**src/rtl/mdio_pkg.sv**
```systemverilog
package mdio_pkg;

    typedef enum logic [1:0] {
        PSEL_NONE = 2'd0,
        PSEL_INT  = 2'd1,
        PSEL_EXT  = 2'd2
    } psel_e;

    localparam int FRAME_W = 32;
    localparam int DATA_W  = 16;
    localparam int REG_W   = 5;

    // Driven part of a clause-22 frame, first bit in the MSB.
    function automatic logic [FRAME_W-1:0] build_frame(
        input logic              wr,
        input logic [REG_W-1:0]  phy,
        input logic [REG_W-1:0]  regn,
        input logic [DATA_W-1:0] data
    );
        logic [1:0]        op;
        logic [DATA_W-1:0] payload;
        op      = wr ? 2'b01 : 2'b10;
        payload = wr ? data : '0;
        return {2'b01, op, phy, regn, 2'b10, payload};
    endfunction

endpackage

```
**src/rtl/mdio_phase_timer.sv**
```systemverilog
module mdio_phase_timer #(
    parameter int HALF_CYC = 4
) (
    input  logic clk,
    input  logic rst_n,
    input  logic en_i,
    output logic phase_o,
    output logic end_low_o,
    output logic end_high_o
);
    localparam int CNT_W = (HALF_CYC > 1) ? $clog2(HALF_CYC) : 1;

    typedef struct packed {
        logic [CNT_W-1:0] cnt;
        logic             phase;
    } tmr_t;

    tmr_t tmr_q, tmr_d;
    logic wrap;

    assign wrap = (tmr_q.cnt == CNT_W'(HALF_CYC - 1));

    always_comb begin
        tmr_d = tmr_q;
        if (!en_i) begin
            tmr_d.cnt   = '0;
            tmr_d.phase = 1'b0;
        end else if (wrap) begin
            tmr_d.cnt   = '0;
            tmr_d.phase = ~tmr_q.phase;
        end else begin
            tmr_d.cnt = tmr_q.cnt + 1'b1;
        end
    end

    always_ff @(posedge clk) begin
        if (!rst_n) begin
            tmr_q.cnt   <= '0;
            tmr_q.phase <= 1'b0;
        end else begin
            tmr_q <= tmr_d;
        end
    end

    assign phase_o    = tmr_q.phase;
    assign end_low_o  = en_i & ~tmr_q.phase & wrap;
    assign end_high_o = en_i & tmr_q.phase & wrap;

    // the end of a high phase is followed by a low phase
    assert_high_then_low_R9: assert property (@(posedge clk) disable iff (!rst_n)
        end_high_o |=> !phase_o);
    // the end of a low phase is followed by a high phase
    assert_low_then_high_R9: assert property (@(posedge clk) disable iff (!rst_n)
        end_low_o |=> phase_o);

endmodule

```
**src/rtl/mdio_port_detect.sv**
```systemverilog
module mdio_port_detect #(
    parameter int SETTLE_CYC = 4
) (
    input  logic            clk,
    input  logic            rst_n,
    input  logic            start_i,
    input  logic            allow_i,
    input  logic            sense_int_i,
    input  logic            sense_ext_i,
    output logic            en_int_o,
    output logic            en_ext_o,
    output logic            busy_o,
    output mdio_pkg::psel_e sel_o,
    output logic            err_o
);
    import mdio_pkg::*;

    localparam int CW = (SETTLE_CYC > 1) ? $clog2(SETTLE_CYC) : 1;

    typedef struct packed {
        logic          probe;
        logic [CW-1:0] cnt;
        psel_e         sel;
        logic          err;
    } det_t;

    det_t det_q, det_d;

    always_comb begin
        det_d = det_q;
        if (det_q.probe) begin
            if (det_q.cnt == CW'(SETTLE_CYC - 1)) begin
                det_d.probe = 1'b0;
                det_d.cnt   = '0;
                if (sense_ext_i) begin
                    det_d.sel = PSEL_EXT;
                    det_d.err = 1'b0;
                end else if (sense_int_i) begin
                    det_d.sel = PSEL_INT;
                    det_d.err = 1'b0;
                end else begin
                    det_d.sel = PSEL_NONE;
                    det_d.err = 1'b1;
                end
            end else begin
                det_d.cnt = det_q.cnt + 1'b1;
            end
        end else if (start_i && allow_i) begin
            det_d.probe = 1'b1;
            det_d.cnt   = '0;
        end
    end

    always_ff @(posedge clk) begin
        if (!rst_n) begin
            det_q.probe <= 1'b0;
            det_q.cnt   <= '0;
            det_q.sel   <= PSEL_NONE;
            det_q.err   <= 1'b0;
        end else begin
            det_q <= det_d;
        end
    end

    assign en_int_o = det_q.probe;
    assign en_ext_o = det_q.probe;
    assign busy_o   = det_q.probe;
    assign sel_o    = det_q.sel;
    assign err_o    = det_q.err;

    // a finished probe ends with either a port or the error flag, never both
    assert_probe_outcome_R2: assert property (@(posedge clk) disable iff (!rst_n)
        $fell(busy_o) |-> ((sel_o != PSEL_NONE) != err_o));

endmodule

```
**src/rtl/mdio_frame_seq.sv**
```systemverilog
module mdio_frame_seq #(
    parameter int         PRE_LEN      = 32,
    parameter int         HALF_CYC     = 4,
    parameter logic [4:0] PHY_ADDR_INT = 5'h01,
    parameter logic [4:0] PHY_ADDR_EXT = 5'h00
) (
    input  logic            clk,
    input  logic            rst_n,
    input  logic            req_valid_i,
    input  logic            req_write_i,
    input  logic [4:0]      req_reg_i,
    input  logic [15:0]     req_wdata_i,
    input  logic            block_i,
    input  mdio_pkg::psel_e sel_i,
    input  logic            mdi_i,
    output logic            req_ready_o,
    output logic            busy_o,
    output logic            use_ext_o,
    output logic            mdc_o,
    output logic            mdo_o,
    output logic            oe_o,
    output logic            done_o,
    output logic            err_o,
    output logic [15:0]     rdata_o
);
    import mdio_pkg::*;

    localparam int BIT_W   = $clog2(PRE_LEN + 36);
    localparam int LAST_WR = PRE_LEN + 31;
    localparam int LAST_RD = PRE_LEN + 34;
    localparam int DRV_RD  = 14;
    localparam int DAT_LO  = 16;
    localparam int DAT_HI  = 32;

    typedef struct packed {
        logic               run;
        logic               wr;
        logic               ext;
        logic [FRAME_W-1:0] frame;
        logic [BIT_W-1:0]   bitn;
        logic [DATA_W-1:0]  rdata;
        logic               done;
        logic               err;
    } seq_t;

    seq_t seq_q, seq_d;

    logic             phase, end_low, end_high;
    logic             in_pre, drive, in_data, samp_pt, ready;
    logic [BIT_W-1:0] pos, last_bit;

    mdio_phase_timer #(.HALF_CYC(HALF_CYC)) timer_i (
        .clk        (clk),
        .rst_n      (rst_n),
        .en_i       (seq_q.run),
        .phase_o    (phase),
        .end_low_o  (end_low),
        .end_high_o (end_high)
    );

    assign in_pre   = seq_q.bitn < BIT_W'(PRE_LEN);
    assign pos      = seq_q.bitn - BIT_W'(PRE_LEN);
    assign last_bit = BIT_W'(seq_q.wr ? LAST_WR : LAST_RD);
    assign drive    = seq_q.run & ~in_pre & (seq_q.wr | (pos < BIT_W'(DRV_RD)));
    assign in_data  = seq_q.run & ~seq_q.wr & ~in_pre &
                      (pos >= BIT_W'(DAT_LO)) & (pos < BIT_W'(DAT_HI));
    assign samp_pt  = seq_q.ext ? end_low : end_high;
    assign ready    = ~seq_q.run & ~block_i;

    always_comb begin
        seq_d      = seq_q;
        seq_d.done = 1'b0;
        seq_d.err  = 1'b0;
        if (seq_q.run) begin
            if (samp_pt && in_data) begin
                seq_d.rdata = {seq_q.rdata[DATA_W-2:0], mdi_i};
            end
            if (end_high) begin
                if (!in_pre) begin
                    seq_d.frame = seq_q.frame << 1;
                end
                if (seq_q.bitn == last_bit) begin
                    seq_d.run  = 1'b0;
                    seq_d.done = 1'b1;
                end else begin
                    seq_d.bitn = seq_q.bitn + 1'b1;
                end
            end
        end else if (req_valid_i && ready) begin
            if (sel_i == PSEL_NONE) begin
                seq_d.done = 1'b1;
                seq_d.err  = 1'b1;
            end else begin
                seq_d.run   = 1'b1;
                seq_d.wr    = req_write_i;
                seq_d.ext   = (sel_i == PSEL_EXT);
                seq_d.frame = build_frame(req_write_i,
                                          (sel_i == PSEL_EXT) ? PHY_ADDR_EXT : PHY_ADDR_INT,
                                          req_reg_i, req_wdata_i);
                seq_d.bitn  = '0;
                seq_d.rdata = '0;
            end
        end
    end

    always_ff @(posedge clk) begin
        if (!rst_n) begin
            seq_q.run   <= 1'b0;
            seq_q.wr    <= 1'b0;
            seq_q.ext   <= 1'b0;
            seq_q.frame <= '0;
            seq_q.bitn  <= '0;
            seq_q.rdata <= '0;
            seq_q.done  <= 1'b0;
            seq_q.err   <= 1'b0;
        end else begin
            seq_q <= seq_d;
        end
    end

    assign req_ready_o = ready;
    assign busy_o      = seq_q.run;
    assign use_ext_o   = seq_q.ext;
    assign mdc_o       = seq_q.run & phase;
    assign oe_o        = drive;
    assign mdo_o       = drive ? seq_q.frame[FRAME_W-1] : 1'b1;
    assign done_o      = seq_q.done;
    assign err_o       = seq_q.err;
    assign rdata_o     = seq_q.rdata;

    // data is set up before the clock rises and does not move on the rise
    assert_data_steady_at_rise_R4: assert property (@(posedge clk) disable iff (!rst_n)
        $rose(mdc_o) |-> $stable(mdo_o));
    // the end of every frame produces the completion pulse
    assert_frame_end_done_R9: assert property (@(posedge clk) disable iff (!rst_n)
        $fell(seq_q.run) |-> (done_o && !err_o));
    // while a frame runs no further request is taken
    assert_no_take_while_run_R10: assert property (@(posedge clk) disable iff (!rst_n)
        (seq_q.run && !end_high) |=> seq_q.run);

endmodule

```
**src/rtl/mdio_dual_eng.sv**
```systemverilog
module mdio_dual_eng #(
    parameter int         PRE_LEN      = 32,
    parameter int         HALF_CYC     = 4,
    parameter int         SETTLE_CYC   = 4,
    parameter logic [4:0] PHY_ADDR_INT = 5'h01,
    parameter logic [4:0] PHY_ADDR_EXT = 5'h00
) (
    input  logic        clk,
    input  logic        rst_n,
    input  logic        det_start_i,
    output logic        det_busy_o,
    output logic [1:0]  port_sel_o,
    output logic        det_err_o,
    output logic        port_en_int_o,
    output logic        port_en_ext_o,
    input  logic        sense_int_i,
    input  logic        sense_ext_i,
    input  logic        req_valid_i,
    output logic        req_ready_o,
    input  logic        req_write_i,
    input  logic [4:0]  req_reg_i,
    input  logic [15:0] req_wdata_i,
    output logic        done_o,
    output logic        err_o,
    output logic [15:0] rdata_o,
    output logic        mdc_int_o,
    output logic        mdo_int_o,
    output logic        mdoe_int_o,
    input  logic        mdi_int_i,
    output logic        mdc_ext_o,
    output logic        mdo_ext_o,
    output logic        mdoe_ext_o,
    input  logic        mdi_ext_i
);
    import mdio_pkg::*;

    psel_e sel;
    logic  det_busy, frame_busy, use_ext;
    logic  mdc, mdo, oe, mdi;

    mdio_port_detect #(.SETTLE_CYC(SETTLE_CYC)) detect_i (
        .clk         (clk),
        .rst_n       (rst_n),
        .start_i     (det_start_i),
        .allow_i     (~frame_busy),
        .sense_int_i (sense_int_i),
        .sense_ext_i (sense_ext_i),
        .en_int_o    (port_en_int_o),
        .en_ext_o    (port_en_ext_o),
        .busy_o      (det_busy),
        .sel_o       (sel),
        .err_o       (det_err_o)
    );

    assign mdi = use_ext ? mdi_ext_i : mdi_int_i;

    mdio_frame_seq #(
        .PRE_LEN      (PRE_LEN),
        .HALF_CYC     (HALF_CYC),
        .PHY_ADDR_INT (PHY_ADDR_INT),
        .PHY_ADDR_EXT (PHY_ADDR_EXT)
    ) seq_i (
        .clk         (clk),
        .rst_n       (rst_n),
        .req_valid_i (req_valid_i),
        .req_write_i (req_write_i),
        .req_reg_i   (req_reg_i),
        .req_wdata_i (req_wdata_i),
        .block_i     (det_busy),
        .sel_i       (sel),
        .mdi_i       (mdi),
        .req_ready_o (req_ready_o),
        .busy_o      (frame_busy),
        .use_ext_o   (use_ext),
        .mdc_o       (mdc),
        .mdo_o       (mdo),
        .oe_o        (oe),
        .done_o      (done_o),
        .err_o       (err_o),
        .rdata_o     (rdata_o)
    );

    assign det_busy_o = det_busy;
    assign port_sel_o = sel;

    assign mdc_int_o  = mdc & ~use_ext;
    assign mdoe_int_o = oe & ~use_ext;
    assign mdo_int_o  = use_ext ? 1'b1 : mdo;
    assign mdc_ext_o  = mdc & use_ext;
    assign mdoe_ext_o = oe & use_ext;
    assign mdo_ext_o  = use_ext ? mdo : 1'b1;

    // a request with no port completes with an error on the next cycle
    assert_noport_err_R11: assert property (@(posedge clk) disable iff (!rst_n)
        (req_valid_i && req_ready_o && sel == PSEL_NONE) |=> (done_o && err_o));
    // with the internal port selected the external lines stay quiet
    assert_ext_quiet_R12: assert property (@(posedge clk) disable iff (!rst_n)
        (sel == PSEL_INT && !det_busy) |-> (!mdc_ext_o && !mdoe_ext_o));
    // with the external port selected the internal lines stay quiet
    assert_int_quiet_R12: assert property (@(posedge clk) disable iff (!rst_n)
        (sel == PSEL_EXT && !det_busy) |-> (!mdc_int_o && !mdoe_int_o));

endmodule

```
**config.mk**
```make
export PLATFORM = sky130hd
export DESIGN_NAME = mdio_dual_eng
export DESIGN_NICKNAME = d
export VERILOG_FILES = /design/src/rtl/mdio_pkg.sv /design/src/rtl/mdio_phase_timer.sv /design/src/rtl/mdio_port_detect.sv /design/src/rtl/mdio_frame_seq.sv /design/src/rtl/mdio_dual_eng.sv
export SDC_FILE = /design/constraint.sdc
export NUM_CORES = 1
export LEC_CHECK = 0
export ABC_AREA = 1
export BUFFER_PORTS_ARGS = -buffer_cell sky130_fd_sc_hd__clkbuf_2
export CELL_PAD_IN_SITES_DETAIL_PLACEMENT = 1
export CELL_PAD_IN_SITES_GLOBAL_PLACEMENT = 2
export CORE_MARGIN = 2
export CORE_UTILIZATION = 33
export CTS_BUF_LIST = sky130_fd_sc_hd__clkbuf_4 sky130_fd_sc_hd__clkbuf_8 sky130_fd_sc_hd__clkbuf_16
export CTS_CLUSTER_SIZE = 24
export DETAILED_ROUTE_END_ITERATION = 10
export HOLD_SLACK_MARGIN = 0.06
export PLACE_DENSITY_LB_ADDON = 0.1
export SLEW_MARGIN = 10
export SYNTH_ARGS = -nofsm -noshare
export SYNTH_HDL_FRONTEND = slang
export SYNTH_SLANG_ARGS = --single-unit
```
**constraint.sdc**
```tcl
create_clock -name clk -period 3.63 [get_ports clk]
set_input_delay 0.1815 -clock clk [delete_from_list [all_inputs] [get_ports clk]]
set_output_delay 0.1815 -clock clk [all_outputs]
set_load 0.005 [all_outputs]
```
* Word level (Yosys, flattened, before mapping) *
Index checks and enable logic that the tools add are counted.
W data, S select, Z words.

operators by class
  bitwise operators = 25
  magnitude comparators = 4
  equal/unequal tests = 9
  $add $sub $neg = 4
  reductions and logical operators = 14
  muxes and demuxes = 28

operators with widths
  cell                   count
  $mux W60               1
  $mux W58               1
  $mux W56               1
  $mux W39               1
  $mux W16               2
  $mux W32               1
  $and A1 B1 Y1          15
  $lt A7 B6 Y1 const B   2
  $mux W7                2
  $mux W1                12
  $mux W3                3
  $not A1 Y1             9
  $mux W2                4
  $ne A2 B2 Y1 const B   4
  $reduce_and A4 Y1      2
  $add A7 B1 Y7 const B  1
  $eq A7 B7 Y1           1
  $ge A7 B5 Y1 const B   1
  $lt A7 B4 Y1 const B   1
  $sub A7 B6 Y7 const B  1
  $eq A2 B2 Y1 const B   3
  $reduce_and A3 Y1      2
  $reduce_or A3 Y1       2
  $add A2 B1 Y2 const B  2
  6 further kinds        10

word-level totals
  output and inout port bits = 31
  bits of input ports = 30
  word-level logic and storage cells = 98
  bits in registers = 69

* Depth between registers and ports, before layout *
Gate-level depths: netlist (run 1).

  word-level depth = 8
  mapped depth = 13

* Hierarchy *
From an unflattened synthesis (run 1), not the netlist that was laid out.

second synthesis, totals
  cells, all modules = 444
  area, all modules = 3268.1 um2

by module, submodules not included
  module            area an instance (um2)  cells each  instances
  mdio_frame_seq    2783.9                  371         1
  mdio_port_detect  282.8                   39          1
  mdio_phase_timer  141.4                   18          1
  mdio_dual_eng     60.1                    16          1

* Worst setup path before layout (run 1) *
Ideal clock, no wire load.

  path type = reg2reg
  start point = register seq_i.seq_q[23] (netlist name)
  end point = register seq_i.seq_q, in the netlist seq_i.rdata_o[3]
  data arrival time = 1646 ps
  buffers on the path = 1
  stages on the path, launching flop included = 14
  slack = 1852 ps
  cells stage by stage = dfxtp_1 inv_1 ha_1 clkinv_1 nand2_1 nor2_1 nand2_1 nor2_2 nand2_1 nand2_1 nand2_2 buf_4 nand2_1 a21oi_1

between the ends
  longest elaborated chain between the ends = 8
  elaborated cells between the ends (all ways) = 11

ends and longest elaborated chain
  item                                                                   RTL line               text
  start: declaration                                                     mdio_frame_seq.sv:46   seq_t seq_q, seq_d;
  start signal: assignment                                               mdio_frame_seq.sv:117  seq_q <= seq_d;
  parallel branches: the longest is 4 deep, another holds $sub A7 B6 Y7  -
  $and A1 B1 Y1 *                                                        mdio_frame_seq.sv:66   (pos >= BIT_W'(DAT_LO)) & (pos < BIT_W'(DAT_HI));
  $logic_and A1 B1 Y1 *                                                  mdio_frame_seq.sv:75   if (samp_pt && in_data) begin
  $ne A2 B2 Y1 (no line) *                                               -
  $reduce_and A3 Y1 (no line) *                                          -

Mark *: on every way between the ends.
A chain may end at the register's enable or synchronous reset.

* Final worst setup path (run 1) *
  start point = register seq_i.seq_q, in the netlist seq_i.busy_o
  end point = register seq_i.seq_q, in the netlist seq_i.rdata_o[3]

between the ends
  longest elaborated chain between the ends = 7
  elaborated cells between the ends (all ways) = 18

ends and longest elaborated chain
  item                         RTL line              text
  $and A1 B1 Y1 (3 in series)  mdio_frame_seq.sv:65  assign in_data = seq_q.run & ~seq_q.wr & ~in_pre &
  $and A1 B1 Y1                mdio_frame_seq.sv:66
  $logic_and A1 B1 Y1          mdio_frame_seq.sv:75
  $ne A2 B2 Y1 (no line)       -
  $reduce_and A3 Y1 (no line)  -

Parallel ways exist; a longest one is shown, timed or not.

==> impl_results.md, run 1 <==
* Net Sw Frac at 22.8%
* CTS clk-pin slew, worst paths at 70 ps
* Sequential share of the synthesized area at 42.7%
* CTS tree: built
* Die height at approximately 100 um
* Clk network pwr share at 40.8%
* DR vias/cell at 4.84
* Post-DRT Antenna Nets at 0
* Die area at 0.0106 mm2
* Status: complete, no violations
* Synth warn at 0
* Total inserted antenna cells at 0
* Multi-input logic area at 0.00148 mm2
* Critical Path RT at 3830 ps
* DRC Markers at 0
* Total number of vias at 2934
* Synthesis-stage register bit count at 69
* CTS sink cnt at 69
* Share of the synthesized area in the top cell type at 42.7%
* Worst path cell trace: nand3_1 > nand2_1 > inv_1 > nor2_2 > nand2_1 > nand2_1 > nand2_2 > nand2_1 > a21oi_1
* Fillers at ~1300
* Cell area after synthesis at about 0.0032 mm2
* Psw at approximately 0.32 mW
* HP Class: in2reg
* Initial Util at about 34%
* Initial antenna violation count at 0
* IO Pins at between 60 and 70
* Setup ws final at 1050 ps
* Combinational share of power at 3.9%
* Setup WS pre-CTS at between 900 and 1000 ps
* Setup TNS at 0 ps
* IO Port Bufs at 60
* Ratio of cells with drive above 1 in the final layout at 19.0%
* Kind of critical path: reg2reg
* Largest net degree at the start of global routing at 38
* Slowest Stage Delay on Critical Path at 900 ps
* Yosys cell types at 31
* Period utilisation layout at 71.0%
* Fmax at 0.388 GHz
* Register area at 0.00138 mm2
* Final Power at 1.39 mW
* Net Count, Synth at ~470
* First-pass GRT wire length at 14100 um
* Post-CTS setup buffers at 0
* Setup crit start kind: register
* PwrDens at 380 mW/mm2
* Core area at between 0.009 and 0.01 mm2
* Final setup vio count at 0
* Final Max Slew Viols at 0
* Routed len/inst at about 14 um
* Most frequent cells after synthesis: nand2_1 (95), a21oi_1 (69), dfxtp_1 (69), nand3_1 (41), o21ai_0 (31)
* Num CTS Buffers at 9
* Top cell family by delay on the critical path: simple AND/OR/NAND/NOR gates
* GRT Total Usage at 17.2%
* Clk root buf: clkbuf_8
* Worst vdd ir at 0.121 mV
* H-Tree Depth at 3
* Sequential Power Share at 55.3%
* Leakage at between 1 and 1.5 nW
* Critical Path AT at 2770 ps
* Site Rows at 36
* Area Overhead vs Synth at 12.7%
* First drt pass iteration count at 4
* Tmin final at 2580 ps
* Slew HR at 41.4%
* GPL Wtd Cong at 0.727
* Layout Utilization at 37.8%
* Iteration-0 DRC Markers at 73
* CP Capture Type: register
* Area contributors post-synth: dfxtp_1 (43%), nand2_1 (11%), a21oi_1 (11%)
* Final Skew at between 6 and 7 ps
* RSZ-0062 raised after global routing: false
* GRT Residual Overflow at 0
* Syn_area_per_cell at 7.46 um2
* Skew-Pair Late Insertion Delay at 340 ps
* Leading area contributor after synthesis: dfxtp_1
* Final Hold Vio Count at 0
* Power Internal at 1.07 mW
* CTS max path bufs at 2
* Worst-path fanout max at 22
* Most used cell, CP: nand2_1
* Number of synthesized flops with an enable pin at 0
* # nets final at 505
* Detailed Route WL at 8420 um
* Least-Margin Pin Slew at between 800 and 900 ps
* Post-Syn Instances at 433
* Most frequent cell after synthesis: nand2_1
* Die Wd at 103 um
* Max-cap viol count at 0
* Synth async-reset ratio at 0%
* Bufs and invs on worst path at 1
* Hpwl dp at 5730 um
* Number of global-route vias before repair at 2908
* Main synth FF type: dfxtp_1
* Slowest-stage cell, CP: dfxtp_1
sequential cells by signal (all words and copies together), names as in the netlist:
signal / cells
seq_i.seq_q: 40
seq_i.rdata_o: 16
detect_i.det_q: 2
detect_i.sel_o: 2
seq_i.timer_i.tmr_q: 2
detect_i.busy_o: 1
detect_i.err_o: 1
seq_i.busy_o: 1
seq_i.done_o: 1
seq_i.err_o: 1
seq_i.timer_i.phase_o: 1
seq_i.use_ext_o: 1
worst reg2reg max path, cell delays in order, from the launching register on:
cell,delay [ps]
dfxtp_1,900
nand3_1,230
nand2_1,120
inv_1,50
nor2_2,530
nand2_1,110
nand2_1,100
nand2_2,190
nand2_1,130
a21oi_1,60
area by class of cell:
type	count	area share, %
inverter	23	2.37
clock inverter	2	0.275
timing repair buffer	66	9.82
multi-input combinational	300	40.7
sequential	69	37.9
tap	133	4.57
clock buffer	13	4.40
layout by cell type, fill, tap and decap left out, types with 2 or more instances in the layout:
| cell | count |
|---|---|
| a211oi_1 | 2 |
| a21oi_1 | 69 |
| a31oi_1 | 7 |
| clkbuf_2 | 60 |
| clkbuf_4 | 3 |
| clkbuf_8 | 10 |
| clkinv_1 | 2 |
| clkinv_2 | 2 |
| dfxtp_1 | 69 |
| dlygate4sd3_1 | 5 |
| ha_1 | 6 |
| inv_1 | 18 |
| inv_2 | 3 |
| nand2_1 | 95 |
| nand2_2 | 2 |
| nand2_4 | 2 |
| nand3_1 | 41 |
| nand4_1 | 2 |
| nor2_1 | 30 |
| o21ai_0 | 31 |
| o221a_2 | 2 |
| xor2_1 | 2 |
kinds of logic (layout without fill, tap and decap cells):
logic type      after synthesis  in the layout  synth area share [%]
fa+ha+maj                     6              6                  2.32
flops                        69             69                  42.7
buf+inv                      64            104                  11.4
xor+xnor                      3              3                 0.813
compound gates              114            114                  18.9
simple gates                177            177                  23.8
final timing paths:
kind                     startpoint                      to  slack [ps]  cells after the start
min reg2reg  seq_i.timer_i.tmr_q[1]  seq_i.timer_i.tmr_q[1]         420                      1
max reg2reg            seq_i.busy_o        seq_i.rdata_o[3]        1050                      9
min                  req_wdata_i[8]         seq_i.seq_q[33]          80                      3
max                    seq_i.busy_o        seq_i.rdata_o[3]        1050                      9
per-layer routing:
metal | global-route usage, % | vias to the layer above | part of all wire (%)
met5 | 0 | - | 0
met1 | 21.8 | 1381 | 48
met3 | 3.53 | 14 | 3.0
met2 | 28.2 | 43 | 47
met4 | 7.39 | 0 | 2.1
li1 | - | 1496 | -
power groups by stage:
stage	Combinational [mW]	Clock [mW]	Sequential, mW
floorplan	0.0256	0	0.782
global placement	0.0508	0	0.783
detailed placement	0.0511	0	0.783
CTS	0.0553	0.595	0.766
global route	0.0617	0.628	0.766
finish	0.0540	0.566	0.766
per-stage QoR:
| step | instance area [um2] | std cells | hold WS (ps) |
|---|---|---|---|
| global placement | 3420 | 586 | 410 |
| finish | 3640 | 606 | 78.3 |
| CTS | 3640 | 606 | 61.5 |
| floorplan | 3230 | 433 | 320 |
| detailed placement | 3420 | 586 | 417 |
| global route | 3640 | 606 | 74.5 |
what timing repair did:
item	in CTS	in global routing
hold buffers	5	0
endpoints found under the hold margin	5	0
resized for setup	0	0
Note: power is estimated with default switching activity, not from simulation.
==> run 2: changes to the inputs <==
ABC_AREA = 0   (was 1)
CORE_UTILIZATION = 32   (was 33)
clock period = 2.55 ns   (was 3.63 ns; I/O delays follow)
==> run 2 against run 1 <==
Net effect:
- final cell count down 10%
- sequential cell count unchanged
- hold slack improved by 19 ps
- register-to-register slack worse by 610 ps
- global-route usage hardly changed
- first-iteration DRC count increased by 8.2%
- power rose by 50%
- cell area rose by 3.2%
- clock-buffer cell count is 3 lower
- clock skew up 6.8 ps
- critical path depth decreased by 4
- critical path type is now reg2out
- largest cell class unchanged
==> impl_results.md, run 2 <==
* Leakage at 1.54 nW (was 1.39 nW)
* Die area at 0.0105 mm2 (was 0.0106 mm2)
* RSZ-0062 raised after global routing: false (unchanged)
* HP Class: in2reg (unchanged)
* Total inserted antenna cells at 0 (unchanged)
* Net Count, Synth at 391 (was 469)
* Worst-path fanout max at 9 (was 22)
* Synthesis-stage register bit count at 69 (unchanged)
* Worst vdd ir at 0.263 mV (was 0.121 mV)
* Iteration-0 DRC Markers at 79 (was 73)
* Setup crit start kind: register (unchanged)
* Share of the synthesized area in the top cell type at 44.5% (was 42.7%)
* Post-Synth XOR/XNOR Area at 1.41% (was 0.813%)
* Final Skew at 13.5 ps (was 6.76 ps)
* Num CTS Buffers at 9 (unchanged)
* Synth Area in Adders at 2.42% (was 2.32%)
* CTS clk-pin slew, worst paths at 80 ps (was 70 ps)
* Core area at 0.00933 mm2 (was 0.00964 mm2)
* Kind of critical path: reg2out (was reg2reg)
* Sequential share of the synthesized area at 44.5% (was 42.7%)
* Most common library cell in the layout ignoring fill and taps: dfxtp_1 (was nand2_1)
* Routed len/inst at 15.3 um (was 13.9 um)
* Hold path depth at 3 (unchanged)
* Leading area contributor after synthesis: dfxtp_1 (unchanged)
* First-pass GRT wire length at 13900 um (was 14100 um)
* Least-Margin Pin Slew at 536 ps (was 878 ps)
* Cell area after synthesis at 0.00310 mm2 (was 0.00323 mm2)
* Die height at 102 um (was 103 um)
* Simple-gate share of the synthesized area at 18.7% (was 23.8%)
* Synth Area in Compound Gates at 22.7% (was 18.9%)
* Number of global-route vias before repair at 2744 (was 2908)
* Main synth FF type: dfxtp_1 (unchanged)
* RR Endpoint: seq_i.rdata_o[2] (was seq_i.rdata_o[3])
* CTS max path bufs at 2 (unchanged)
* Total number of vias at 2772 (was 2934)
* WHS Endpoint: seq_i.seq_q[43] (was seq_i.seq_q[33])
* GRT Total Usage at 17.1% (was 17.2%)
* IO Pins at 61 (unchanged)
* Slew HR at 64.2% (was 41.4%)
* Clk root buf: clkbuf_8 (unchanged)
* Synth warn at 0 (unchanged)
* Post-DRT Antenna Nets at 0 (unchanged)
* Critical Path AT at 2040 ps (was 2770 ps)
* Largest net degree at the start of global routing at 27 (was 38)
* Synth async-reset ratio at 0% (unchanged)
* Initial Util at 33.3% (was 33.5%)
* H-Tree Depth at 3 (unchanged)
* CTS sink cnt at 69 (unchanged)
* Site Rows at 35 (was 36)
* Mux share of post-synthesis cell area at 0.686% (was 0%)
* Most frequent cells after synthesis: dfxtp_1 (69), nor2_1 (42), nand2_1 (35), buf_4 (23), o22ai_1 (18) (was nand2_1 (95), a21oi_1 (69), dfxtp_1 (69), nand3_1 (41), o21ai_0 (31))
* GRT Residual Overflow at 0 (unchanged)
* Status: complete, no violations (unchanged)
* Commonest non-fill, non-tap cells in the layout: dfxtp_1 (69), clkbuf_2 (60), nor2_1 (42) (was nand2_1 (95), a21oi_1 (69), dfxtp_1 (69))
* Area Overhead vs Synth at 21.2% (was 12.7%)
* Main combinational cell family by area after synthesis: compound AO/OA/AOI/OAI gates (was simple AND/OR/NAND/NOR gates)
* Fillers at 1118 (was 1260)
* DRC Markers at 0 (unchanged)
* DR vias/cell at 5.10 (was 4.84)
* Skew-Pair Late Insertion Delay at 350 ps (was 340 ps)
* Final std cells w/o fill at 544 (was 606)
* Setup TNS at 0 ps (unchanged)
* Die Wd at 102 um (was 103 um)
* PostCTS Resize Cnt at 0 (unchanged)
* Fmax at 0.461 GHz
* Max FFs per register at 40 (unchanged)
* Critical Path RT at 2420 ps (was 3830 ps)
* Syn_area_per_cell at 8.74 um2 (was 7.46 um2)
* Max-cap viol count at 0 (unchanged)
* Detailed Route WL at 8310 um (was 8420 um)
* Post-Syn Instances at 355 (was 433)
* R2r startpoint: seq_i.seq_q[23] (was seq_i.busy_o)
* Post-CTS setup buffers at 0 (unchanged)
* Final Max Slew Viols at 0 (unchanged)
* Slowest-stage cell, CP: dfxtp_1 (unchanged)
* Register area at 0.00138 mm2 (unchanged)
* Final setup vio count at 0 (unchanged)
* Initial antenna violation count at 0 (unchanged)
* Final Hold Vio Count at 0 (unchanged)
* Layout Utilization at 40.3% (was 37.8%)
* Ratio of cells with drive above 1 in the final layout at 24.3% (was 19.0%)
* PwrDens at 555 mW/mm2 (was 380 mW/mm2)
* CP Capture Type: output port (was register)
* Slowest Stage Delay on Critical Path at 490 ps (was 900 ps)
* Dpl cells at 511 (was 586)
* CTS tree: built (unchanged)
* Largest reg by FF count: seq_i.seq_q (unchanged)
* # nets final at 447 (was 505)
* Area contributors post-synth: dfxtp_1 (45%), buf_4 (5.6%), nor2_1 (5.1%) (was dfxtp_1 (43%), nand2_1 (11%), a21oi_1 (11%))
* R2R setup slack at 440 ps (was 1050 ps)
* Period utilisation layout at 85.0%
* Tmin final at 2170 ps
* Number of synthesized flops with an enable pin at 0 (unchanged)
* Worst path cell trace: inv_1 > ha_1 > or3b_1 > or3_1 > clkbuf_2 (was nand3_1 > nand2_1 > inv_1 > nor2_2 > nand2_1 > nand2_1 > nand2_2 > nand2_1 > a21oi_1)
* Most frequent cell after synthesis: dfxtp_1 (was nand2_1)
* Multi-input logic area at 0.00142 mm2 (was 0.00148 mm2)
* GPL Wtd Cong at 0.809 (was 0.727)
* Min-delay src: req_reg_i[0] (was req_wdata_i[8])
* IO Port Bufs at 60 (unchanged)
* R2r worst-path depth at 8 (was 9)
* First drt pass iteration count at 4 (unchanged)
* Hpwl dp at 5670 um (was 5730 um)
* Yosys cell types at 51 (was 31)
run 2: changes by cell type after synthesis, sizes merged, moves of 6 or more:
cell,change
nor3,+6
o22ai,+18
nand2,-62
a21oi,-52
a221oi,+16
inv,-15
nand3,-36
a22oi,+7
nor2,+11
run 2: logic make-up after synthesis:
group / after synthesis
xor+xnor: 5
fa+ha+maj: 6
mux: 2
compound gates: 104
flops: 69
simple gates: 118
buf+inv: 51
run 2: final cells by class:
type | instances | share of cell area [%]
well taps | 129 | 4.29
multi-input cells | 235 | 37.9
clock buffers | 10 | 3.66
flip-flops and latches | 69 | 36.8
clock inverters | 5 | 1.63
repair buffers | 90 | 15.2
inverters | 6 | 0.599
run 2: where the power goes:
| part | switching, mW | internal, mW |
|---|---|---|
| logic | 0.0458 | 0.0510 |
| clock network | 0.427 | 0.474 |
| registers | 0.00548 | 1.08 |
| total | 0.479 | 1.61 |
run 2: critical path, delay by kind of cell, from the launching register on:
family                   cells  cell delay (ps)
flip-flops                   1              490
buffers and inverters        2              230
adder cells (fa/ha/maj)      1              240
AND/OR/NAND/NOR              2              730
run 2: per-layer routing:
metal,share of wire (%),wire length (um),up-vias,track usage [%]
met5,0,0,-,0
met4,1.1,88,0,5.23
met3,3.4,283,8,4.24
met2,49,4110,46,28.6
met1,46,3830,1340,21.8
li1,-,-,1378,-
run 2: repair_timing:
action / 4_1_cts / 5_1_grt
setup endpoints to repair: 0 / 0
hold buffers: 18 / 0
hold endpoints to repair: 18 / 0
run 2: worst max path at each step:
stage | startpoint | to | cells after the start
after floorplan | seq_i.seq_q[23] | seq_i.rdata_o[10] | 8
after global placement | seq_i.seq_q[23] | seq_i.rdata_o[9] | 7
after detailed placement | seq_i.seq_q[23] | seq_i.rdata_o[3] | 7
after CTS | seq_i.seq_q[23] | mdo_int_o | 5
after global routing | seq_i.seq_q[23] | seq_i.seq_q[53] | 7
final | seq_i.seq_q[23] | mdo_int_o | 5
run 2: per-stage QoR:
stage          hold WS (ps)  instance area [um2]  total power, mW  setup slack [ps]
3_5_place_dp            391                 3380             1.19               480
4_1_cts                71.2                 3760             2.13               366
2_1_floorplan           263                 3100             1.15               681
3_3_place_gp            386                 3380             1.19               523
5_1_grt                 108                 3760             2.18               221
6_report               97.2                 3760             2.09               382
